--- src/rtl/lcd_tg_pkg.sv ---
package lcd_tg_pkg;
   localparam int ADDR_W = 3;
   localparam logic [ADDR_W-1:0] A_CTRL0 = 3'd0;
   localparam logic [ADDR_W-1:0] A_CTRL1 = 3'd1;
   localparam logic [ADDR_W-1:0] A_VTIME = 3'd2;
   localparam logic [ADDR_W-1:0] A_HTIME = 3'd3;
   localparam logic [ADDR_W-1:0] A_SIZE  = 3'd4;
   localparam logic [ADDR_W-1:0] A_STAT  = 3'd5;
   localparam logic [ADDR_W-1:0] A_KEY   = 3'd6;

   localparam logic [31:0] UNLOCK_KEY = 32'h0002_FF47;

   localparam int B_RUN_NOW   = 0;
   localparam int B_RUN_EOF   = 1;
   localparam int B_TRIG      = 14;
   localparam int B_PEND      = 25;
   localparam int B_LINE_LSB  = 16;
   localparam int B_SIZE_LINE = 12;

   typedef struct packed {
      logic de;
      logic vs;
      logic hs;
      logic pclk;
   } inv_t;
endpackage

--- src/rtl/lcd_tg_axis.sv ---
module lcd_tg_axis #(
   parameter int CNT_W   = 12,
   parameter int PORCH_W = 8
) (
   input  logic                 clk,
   input  logic                 rst_n,
   input  logic                 step,
   input  logic [PORCH_W-1:0]   sync_m1,
   input  logic [PORCH_W-1:0]   bp_m1,
   input  logic [PORCH_W-1:0]   fp_m1,
   input  logic [CNT_W-1:0]     act_m1,
   output logic [CNT_W+1:0]     pos,
   output logic                 at_end,
   output logic                 in_sync,
   output logic                 in_act
);
   localparam int POS_W = CNT_W + 2;

   logic [POS_W-1:0] sync_len, act_beg, act_fin, last_pos;

   always_comb begin
      sync_len = POS_W'(sync_m1) + POS_W'(1);
      act_beg  = sync_len + POS_W'(bp_m1) + POS_W'(1);
      act_fin  = act_beg + POS_W'(act_m1) + POS_W'(1);
      last_pos = act_fin + POS_W'(fp_m1);
   end

   assign at_end  = (pos == last_pos);
   assign in_sync = (pos < sync_len);
   assign in_act  = (pos >= act_beg) && (pos < act_fin);

   always_ff @(posedge clk) begin
      if (!rst_n)
         pos <= '0;
      else if (step)
         pos <= at_end ? '0 : pos + POS_W'(1);
   end
endmodule

--- src/rtl/lcd_tg_regs.sv ---
module lcd_tg_regs
   import lcd_tg_pkg::*;
#(
   parameter int DATA_W  = 32,
   parameter int CNT_W   = 12,
   parameter int PORCH_W = 8
) (
   input  logic                  clk,
   input  logic                  rst_n,
   input  logic                  wr_en,
   input  logic [ADDR_W-1:0]     addr,
   input  logic [DATA_W-1:0]     wdata,
   output logic [DATA_W-1:0]     rdata,
   input  logic [CNT_W+1:0]      line_cnt,
   input  logic                  apply,
   output logic                  run_req,
   output logic                  unlocked,
   output logic                  pending,
   output inv_t                  inv,
   output logic [PORCH_W-1:0]    h_sync, h_bp, h_fp,
   output logic [PORCH_W-1:0]    v_sync, v_bp, v_fp,
   output logic [CNT_W-1:0]      h_act, v_act
);
   localparam int POS_W = CNT_W + 2;
   localparam int TW    = 3 * PORCH_W;
   localparam logic [DATA_W-1:0] KEY = DATA_W'(UNLOCK_KEY);

   logic             run_now, run_eof;
   logic [TW-1:0]    work_h, work_v, live_h, live_v;
   logic [CNT_W-1:0] work_w, work_l, live_w, live_l;

   always_ff @(posedge clk) begin
      if (!rst_n) begin
         run_now  <= 1'b0;
         run_eof  <= 1'b0;
         unlocked <= 1'b0;
         pending  <= 1'b0;
         inv      <= '0;
         work_h   <= '0;
         work_v   <= '0;
         work_w   <= '0;
         work_l   <= '0;
         live_h   <= '0;
         live_v   <= '0;
         live_w   <= '0;
         live_l   <= '0;
      end else begin
         if (apply && pending) begin
            live_h <= work_h;
            live_v <= work_v;
            live_w <= work_w;
            live_l <= work_l;
         end
         if (apply)
            pending <= 1'b0;
         if (wr_en) begin
            case (addr)
               A_CTRL0: begin
                  run_now <= wdata[B_RUN_NOW];
                  run_eof <= wdata[B_RUN_EOF];
                  if (wdata[B_TRIG])
                     pending <= 1'b1;
               end
               A_CTRL1: inv    <= inv_t'(wdata[3:0]);
               A_VTIME: work_v <= wdata[TW-1:0];
               A_HTIME: work_h <= wdata[TW-1:0];
               A_SIZE: begin
                  work_w <= wdata[CNT_W-1:0];
                  work_l <= wdata[B_SIZE_LINE +: CNT_W];
               end
               A_KEY: if (wdata == KEY) unlocked <= 1'b1;
               default: ;
            endcase
         end
      end
   end

   assign run_req = run_now & run_eof;
   assign {h_fp, h_bp, h_sync} = live_h;
   assign {v_fp, v_bp, v_sync} = live_v;
   assign h_act = live_w;
   assign v_act = live_l;

   always_comb begin
      rdata = '0;
      case (addr)
         A_CTRL0: begin
            rdata[B_RUN_NOW] = run_now;
            rdata[B_RUN_EOF] = run_eof;
            rdata[B_TRIG]    = pending;
         end
         A_CTRL1: begin
            rdata[3:0]                = inv;
            rdata[B_LINE_LSB +: POS_W] = line_cnt;
         end
         A_VTIME: rdata[TW-1:0] = work_v;
         A_HTIME: rdata[TW-1:0] = work_h;
         A_SIZE: begin
            rdata[CNT_W-1:0]             = work_w;
            rdata[B_SIZE_LINE +: CNT_W]  = work_l;
         end
         A_STAT: rdata[B_PEND] = pending;
         default: ;
      endcase
   end

   logic unused_wdata;
   assign unused_wdata = ^wdata;
endmodule

--- src/rtl/lcd_timing_gen.sv ---
module lcd_timing_gen
   import lcd_tg_pkg::*;
#(
   parameter int DATA_W  = 32,
   parameter int CNT_W   = 12,
   parameter int PORCH_W = 8
) (
   input  logic               clk,
   input  logic               rst_n,
   input  logic               pix_ce,
   input  logic               bus_wr,
   input  logic [2:0]         bus_addr,
   input  logic [DATA_W-1:0]  bus_wdata,
   output logic [DATA_W-1:0]  bus_rdata,
   output logic               pclk_o,
   output logic               hsync_o,
   output logic               vsync_o,
   output logic               de_o,
   output logic [CNT_W+1:0]   pix_x,
   output logic [CNT_W+1:0]   line_y
);
   localparam int POS_W = CNT_W + 2;

   generate
      if (CNT_W > B_SIZE_LINE || CNT_W < 2) begin : g_bad_cnt
         $error("CNT_W must lie in 2..12 to fit the size register");
      end
      if (PORCH_W > CNT_W || PORCH_W < 1) begin : g_bad_porch
         $error("PORCH_W must lie in 1..CNT_W");
      end
      if (DATA_W < B_LINE_LSB + POS_W || DATA_W <= B_PEND || DATA_W < 3 * PORCH_W) begin : g_bad_data
         $error("DATA_W too narrow for the register fields");
      end
   endgenerate

   logic               running, unlocked, pending, run_req;
   inv_t               inv;
   logic [PORCH_W-1:0] h_sync, h_bp, h_fp, v_sync, v_bp, v_fp;
   logic [CNT_W-1:0]   h_act, v_act;
   logic               h_end, v_end, h_in_sync, v_in_sync, h_in_act, v_in_act;
   logic               step_h, step_v, frame_end, start, apply;
   logic               hs_raw, vs_raw, de_raw;

   assign step_h    = running & pix_ce;
   assign step_v    = step_h & h_end;
   assign frame_end = step_v & v_end;
   assign start     = ~running & pix_ce & unlocked & run_req;
   assign apply     = start | (frame_end & run_req);

   always_ff @(posedge clk) begin
      if (!rst_n)
         running <= 1'b0;
      else if (start)
         running <= 1'b1;
      else if (frame_end && !run_req)
         running <= 1'b0;
   end

   lcd_tg_regs #(.DATA_W(DATA_W), .CNT_W(CNT_W), .PORCH_W(PORCH_W)) u_regs (
      .clk(clk), .rst_n(rst_n), .wr_en(bus_wr), .addr(bus_addr),
      .wdata(bus_wdata), .rdata(bus_rdata), .line_cnt(line_y), .apply(apply),
      .run_req(run_req), .unlocked(unlocked), .pending(pending), .inv(inv),
      .h_sync(h_sync), .h_bp(h_bp), .h_fp(h_fp),
      .v_sync(v_sync), .v_bp(v_bp), .v_fp(v_fp),
      .h_act(h_act), .v_act(v_act)
   );

   lcd_tg_axis #(.CNT_W(CNT_W), .PORCH_W(PORCH_W)) u_hor (
      .clk(clk), .rst_n(rst_n), .step(step_h),
      .sync_m1(h_sync), .bp_m1(h_bp), .fp_m1(h_fp), .act_m1(h_act),
      .pos(pix_x), .at_end(h_end), .in_sync(h_in_sync), .in_act(h_in_act)
   );

   lcd_tg_axis #(.CNT_W(CNT_W), .PORCH_W(PORCH_W)) u_ver (
      .clk(clk), .rst_n(rst_n), .step(step_v),
      .sync_m1(v_sync), .bp_m1(v_bp), .fp_m1(v_fp), .act_m1(v_act),
      .pos(line_y), .at_end(v_end), .in_sync(v_in_sync), .in_act(v_in_act)
   );

   assign hs_raw = running & h_in_sync;
   assign vs_raw = running & v_in_sync;
   assign de_raw = running & h_in_act & v_in_act;

   assign hsync_o = hs_raw ^ inv.hs;
   assign vsync_o = vs_raw ^ inv.vs;
   assign de_o    = de_raw ^ inv.de;
   assign pclk_o  = pix_ce ^ inv.pclk;
endmodule

--- config.mk ---
export PLATFORM = sky130hd
export DESIGN_NAME = lcd_timing_gen
export DESIGN_NICKNAME = d
export VERILOG_FILES = /design/src/rtl/lcd_tg_pkg.sv /design/src/rtl/lcd_tg_axis.sv /design/src/rtl/lcd_tg_regs.sv /design/src/rtl/lcd_timing_gen.sv
export SDC_FILE = /design/constraint.sdc
export NUM_CORES = 1
export LEC_CHECK = 0
export ABC_AREA = 1
export ABC_CLOCK_PERIOD_IN_PS = 6630
export BUFFER_PORTS_ARGS = -buffer_cell sky130_fd_sc_hd__buf_4
export CAP_MARGIN = 0
export CORE_MARGIN = 5
export CORE_UTILIZATION = 44
export DETAILED_ROUTE_END_ITERATION = 12
export GPL_ROUTABILITY_DRIVEN = 0
export HOLD_SLACK_MARGIN = 0.08
export PLACE_DENSITY = 0.63
export SKIP_CTS_REPAIR_TIMING = 1
export SYNTH_ARGS = -nofsm -noshare
export SYNTH_HDL_FRONTEND = slang
export SYNTH_SLANG_ARGS = --single-unit
--- constraint.sdc ---
create_clock -name clk -period 6.63 [get_ports clk]
set_clock_uncertainty 0.15 [all_clocks]
set_input_delay 0.9945 -clock clk [delete_from_list [all_inputs] [get_ports clk]]
set_output_delay 0.9945 -clock clk [all_outputs]
set_load 0.02 [all_outputs]
==> reports/results.tsv <==
stage	metric	value	unit
global_routing	total grt overflow	0	
pwr	Worst VDD drop	0.000150	V
synthesis	Mapped Cells	1960	
timing	worst-margin pin slew	940	ps
floorplan	Rows	63	
detailed_routing	Vias/cell	5.28	
status	status	complete, no violations	
final_layout	fraction of layout cells with a size suffix above 1	13.2	%
critical_path	most used cell along the critical path	nand2_1	
clocking	Clock transition at path regs	80	ps
global_routing	initial antenna violation count	1	
floorplan	Die H	184	um
synthesis	top cells by area, synth	dfxtp_1 (27%), ha_1 (11%), nand2_1 (11%), inv_1 (9.1%), a21oi_1 (6.1%)	
min_path	worst hold path class	reg -> reg	
synthesis	asr flop ratio synth	0	%
detailed_routing	total wire length	39700	um
job	max-cap violations	0	
synthesis	area share of the largest cell type after synthesis	27.3	%
floorplan	die area	33700	sq um
critical_path	Crit Path Category	reg -> out	
critical_path	crit path buf inv count	4	
final_layout	Layout area overhead	13.3	%
synthesis	Netlist cell types	56	
timing	Rel. slew slack	37.3	%
clocking	Bufs on Longest Clock Path	2	
detailed_routing	vias	12800	
pwr	Final Total Pwr	0.00231	W
detailed_routing	post-route ant nets	0	
synthesis	Commonest cells post-synth	nand2_1 (387), inv_1 (323), dfxtp_1 (181), a21oi_1 (161), nor2_1 (156)	
final_layout	Seq. cell area	3630	sq um
timing	Final Hold Viols	0	
placement	Port-buffer cells	100	
clocking	clock latency on the worst-skew pair	440	ps
critical_path	Startpoint Class	register	
critical_path	Arrival @ worst endpoint	5180	ps
clocking	CTS tree	built	
critical_path	CP Capture Type	primary output	
timing	final setup fails	0	
synthesis	leading area contributor after synthesis	dfxtp_1	
detailed_routing	DR iter-0 viols	1249	
timing	worst setup margin	310	ps
floorplan	io pins	103	
timing	Final min period	6320	ps
clocking	CTS Buf Count	17	
final_layout	fillers	2989	
global_routing	GR Util All Layers	23.1	%
final_layout	final net count	2186	
pwr	Power Dens Cells	154	nW/um^2
critical_path	Worst EP required	5490	ps
final_layout	# diodes	0	
floorplan	DIE WIDTH	184	um
final_layout	area of the multi-input gates	8150	sq um
synthesis	Synth Register Bits	181	
critical_path	CP max FO	5	
clocking	clk sink count	181	
timing	period utilization	95.3	%
timing	f_max	158	MHz
clocking	clk root buf	clkbuf_16	
synthesis	EDFF count, synth	0	
pwr	Leak	7.00	nW
clocking	CTS H-tree lvls	4	
critical_path	CP delay by family, top	simple AND/OR/NAND/NOR gates	
critical_path	slowest CP cell	dfxtp_2	
placement	Place WS	492	ps
global_routing	largest net degree at the start of global routing	79	
synthesis	Cell Area, Synth	13300	sq um
detailed_routing	routed len/inst	16.4	um
synthesis	dominant synthesized flop cell	dfxtp_1	
timing	Slew Limit Fails	0	
floorplan	core area	29700	sq um
floorplan	initial core utilization	44.6	%
global_routing	vias in the first global route	11800	
synthesis	average cell area after synthesis	6.76	sq um
placement	Detailed Place HPWL	30500	um
synthesis	count leader, synth	nand2_1	
global_routing	first-pass GRT wire length	62800	um
synthesis	sequential element share of the synthesized area	27.3	%
detailed_routing	Pre-antenna DRT Iters	6	
detailed_routing	DRC Markers	0	
synthesis	total number of yosys warnings	0	
critical_path	largest stage delay on the critical path	350	ps
## stage by stage
stage,cell area (sq um),TNS (ps),utilization (%),hold WS (ps),instances
6_report,15000,0,50.6,332,2426
5_1_grt,15000,-71.1,50.6,351,2426
4_1_cts,14800,-54.4,49.9,330,2421
3_5_place_dp,14200,0,47.8,311,2389
3_3_place_gp,14200,0,47.8,303,2389
2_1_floorplan,13300,0,-,291,1961
## area by class of cell
class,count,share of cell area (%)
multi-input cells,1377,54.3
flip-flops and latches,181,24.2
repair buffers,117,6.01
clock inverters,14,1.15
inverters,329,8.22
well taps,390,3.25
clock buffers,18,2.92
## cell usage in the layout (no fill, tap or decap), types with 8 or more instances in the layout
cell type  instances
clkbuf_16         17
xnor2_1           12
nand2_1          387
o211ai_1           8
a21oi_1          157
nor4_1             8
nor2_2             8
o21ai_0          105
o22ai_1            8
inv_1            323
nor2_1           154
dfxtp_1          174
a21oi_2           65
nand3_1          150
buf_4            115
nand3b_1          10
o221ai_1           9
nand4_1           26
ha_1             111
xor2_1            49
nor3_1            18
## path summary, 6_finish.rpt
kind	startpoint	end	slack [ps]	depth (start not counted)
worst max-delay path	u_regs.live_h[0]$_SDFFE_PN0P_	de_o	310	29
worst min-delay path	u_regs.unlocked$_SDFFE_PN0P_	u_regs.unlocked$_SDFFE_PN0P_	330	1
worst max register to register	u_regs.live_h[0]$_SDFFE_PN0P_	u_regs.h_act[2]$_SDFFE_PN0P_	660	39
worst min register to register	u_regs.unlocked$_SDFFE_PN0P_	u_regs.unlocked$_SDFFE_PN0P_	330	1
## worst reg2reg max path, delay by kind of cell (launching register included)
family          cells  cell delay, ps
simple gates       21            2280
fa+ha+maj           4            1040
compound gates      3             330
buf+inv             8            1200
xor+xnor            3             520
flops               1             350
## where the power goes
group	internal [W]	leakage [nW]	switching, W	total (W)
Combinational	0.0000443	5.23	0.0000983	0.000143
Clock	0.000523	0.299	0.000534	0.00106
Sequential	0.00110	1.47	0.00000882	0.00111
Total	0.00167	7.00	0.000641	0.00231
## kinds of logic (layout without fill, tap and decap cells)
kind of cell,Yosys count,after routing,synth area share [%]
compound gates,396,396,18.0
xor+xnor,65,65,4.29
fa+ha+maj,124,124,12.0
buf+inv,403,478,12.5
flops,181,181,27.3
other cells,1,2,0.0283
simple gates,790,790,25.8
## sequential cells by signal, summed over array words and instances (netlist names), 4 cells and up
| register | cells |
|---|---|
| u_regs.work_v | 24 |
| u_regs.v_act | 12 |
| u_regs.work_l | 12 |
| u_regs.inv | 4 |
| u_regs.live_v | 24 |
| u_regs.live_h | 24 |
| u_regs.work_h | 24 |
| u_regs.work_w | 12 |
| u_ver.pos | 14 |
| u_regs.h_act | 12 |
| u_hor.pos | 14 |
## routing by layer
layer | vias to the layer above | part of all wire [%] | GRT usage (%)
met5 | - | 0 | 0
met4 | 0 | 1.5 | 4.92
met3 | 43 | 6.8 | 3.46
met2 | 401 | 43 | 35.4
met1 | 5867 | 48 | 34.3
li1 | 6501 | - | -
Power figures use the tool's default switching activity.
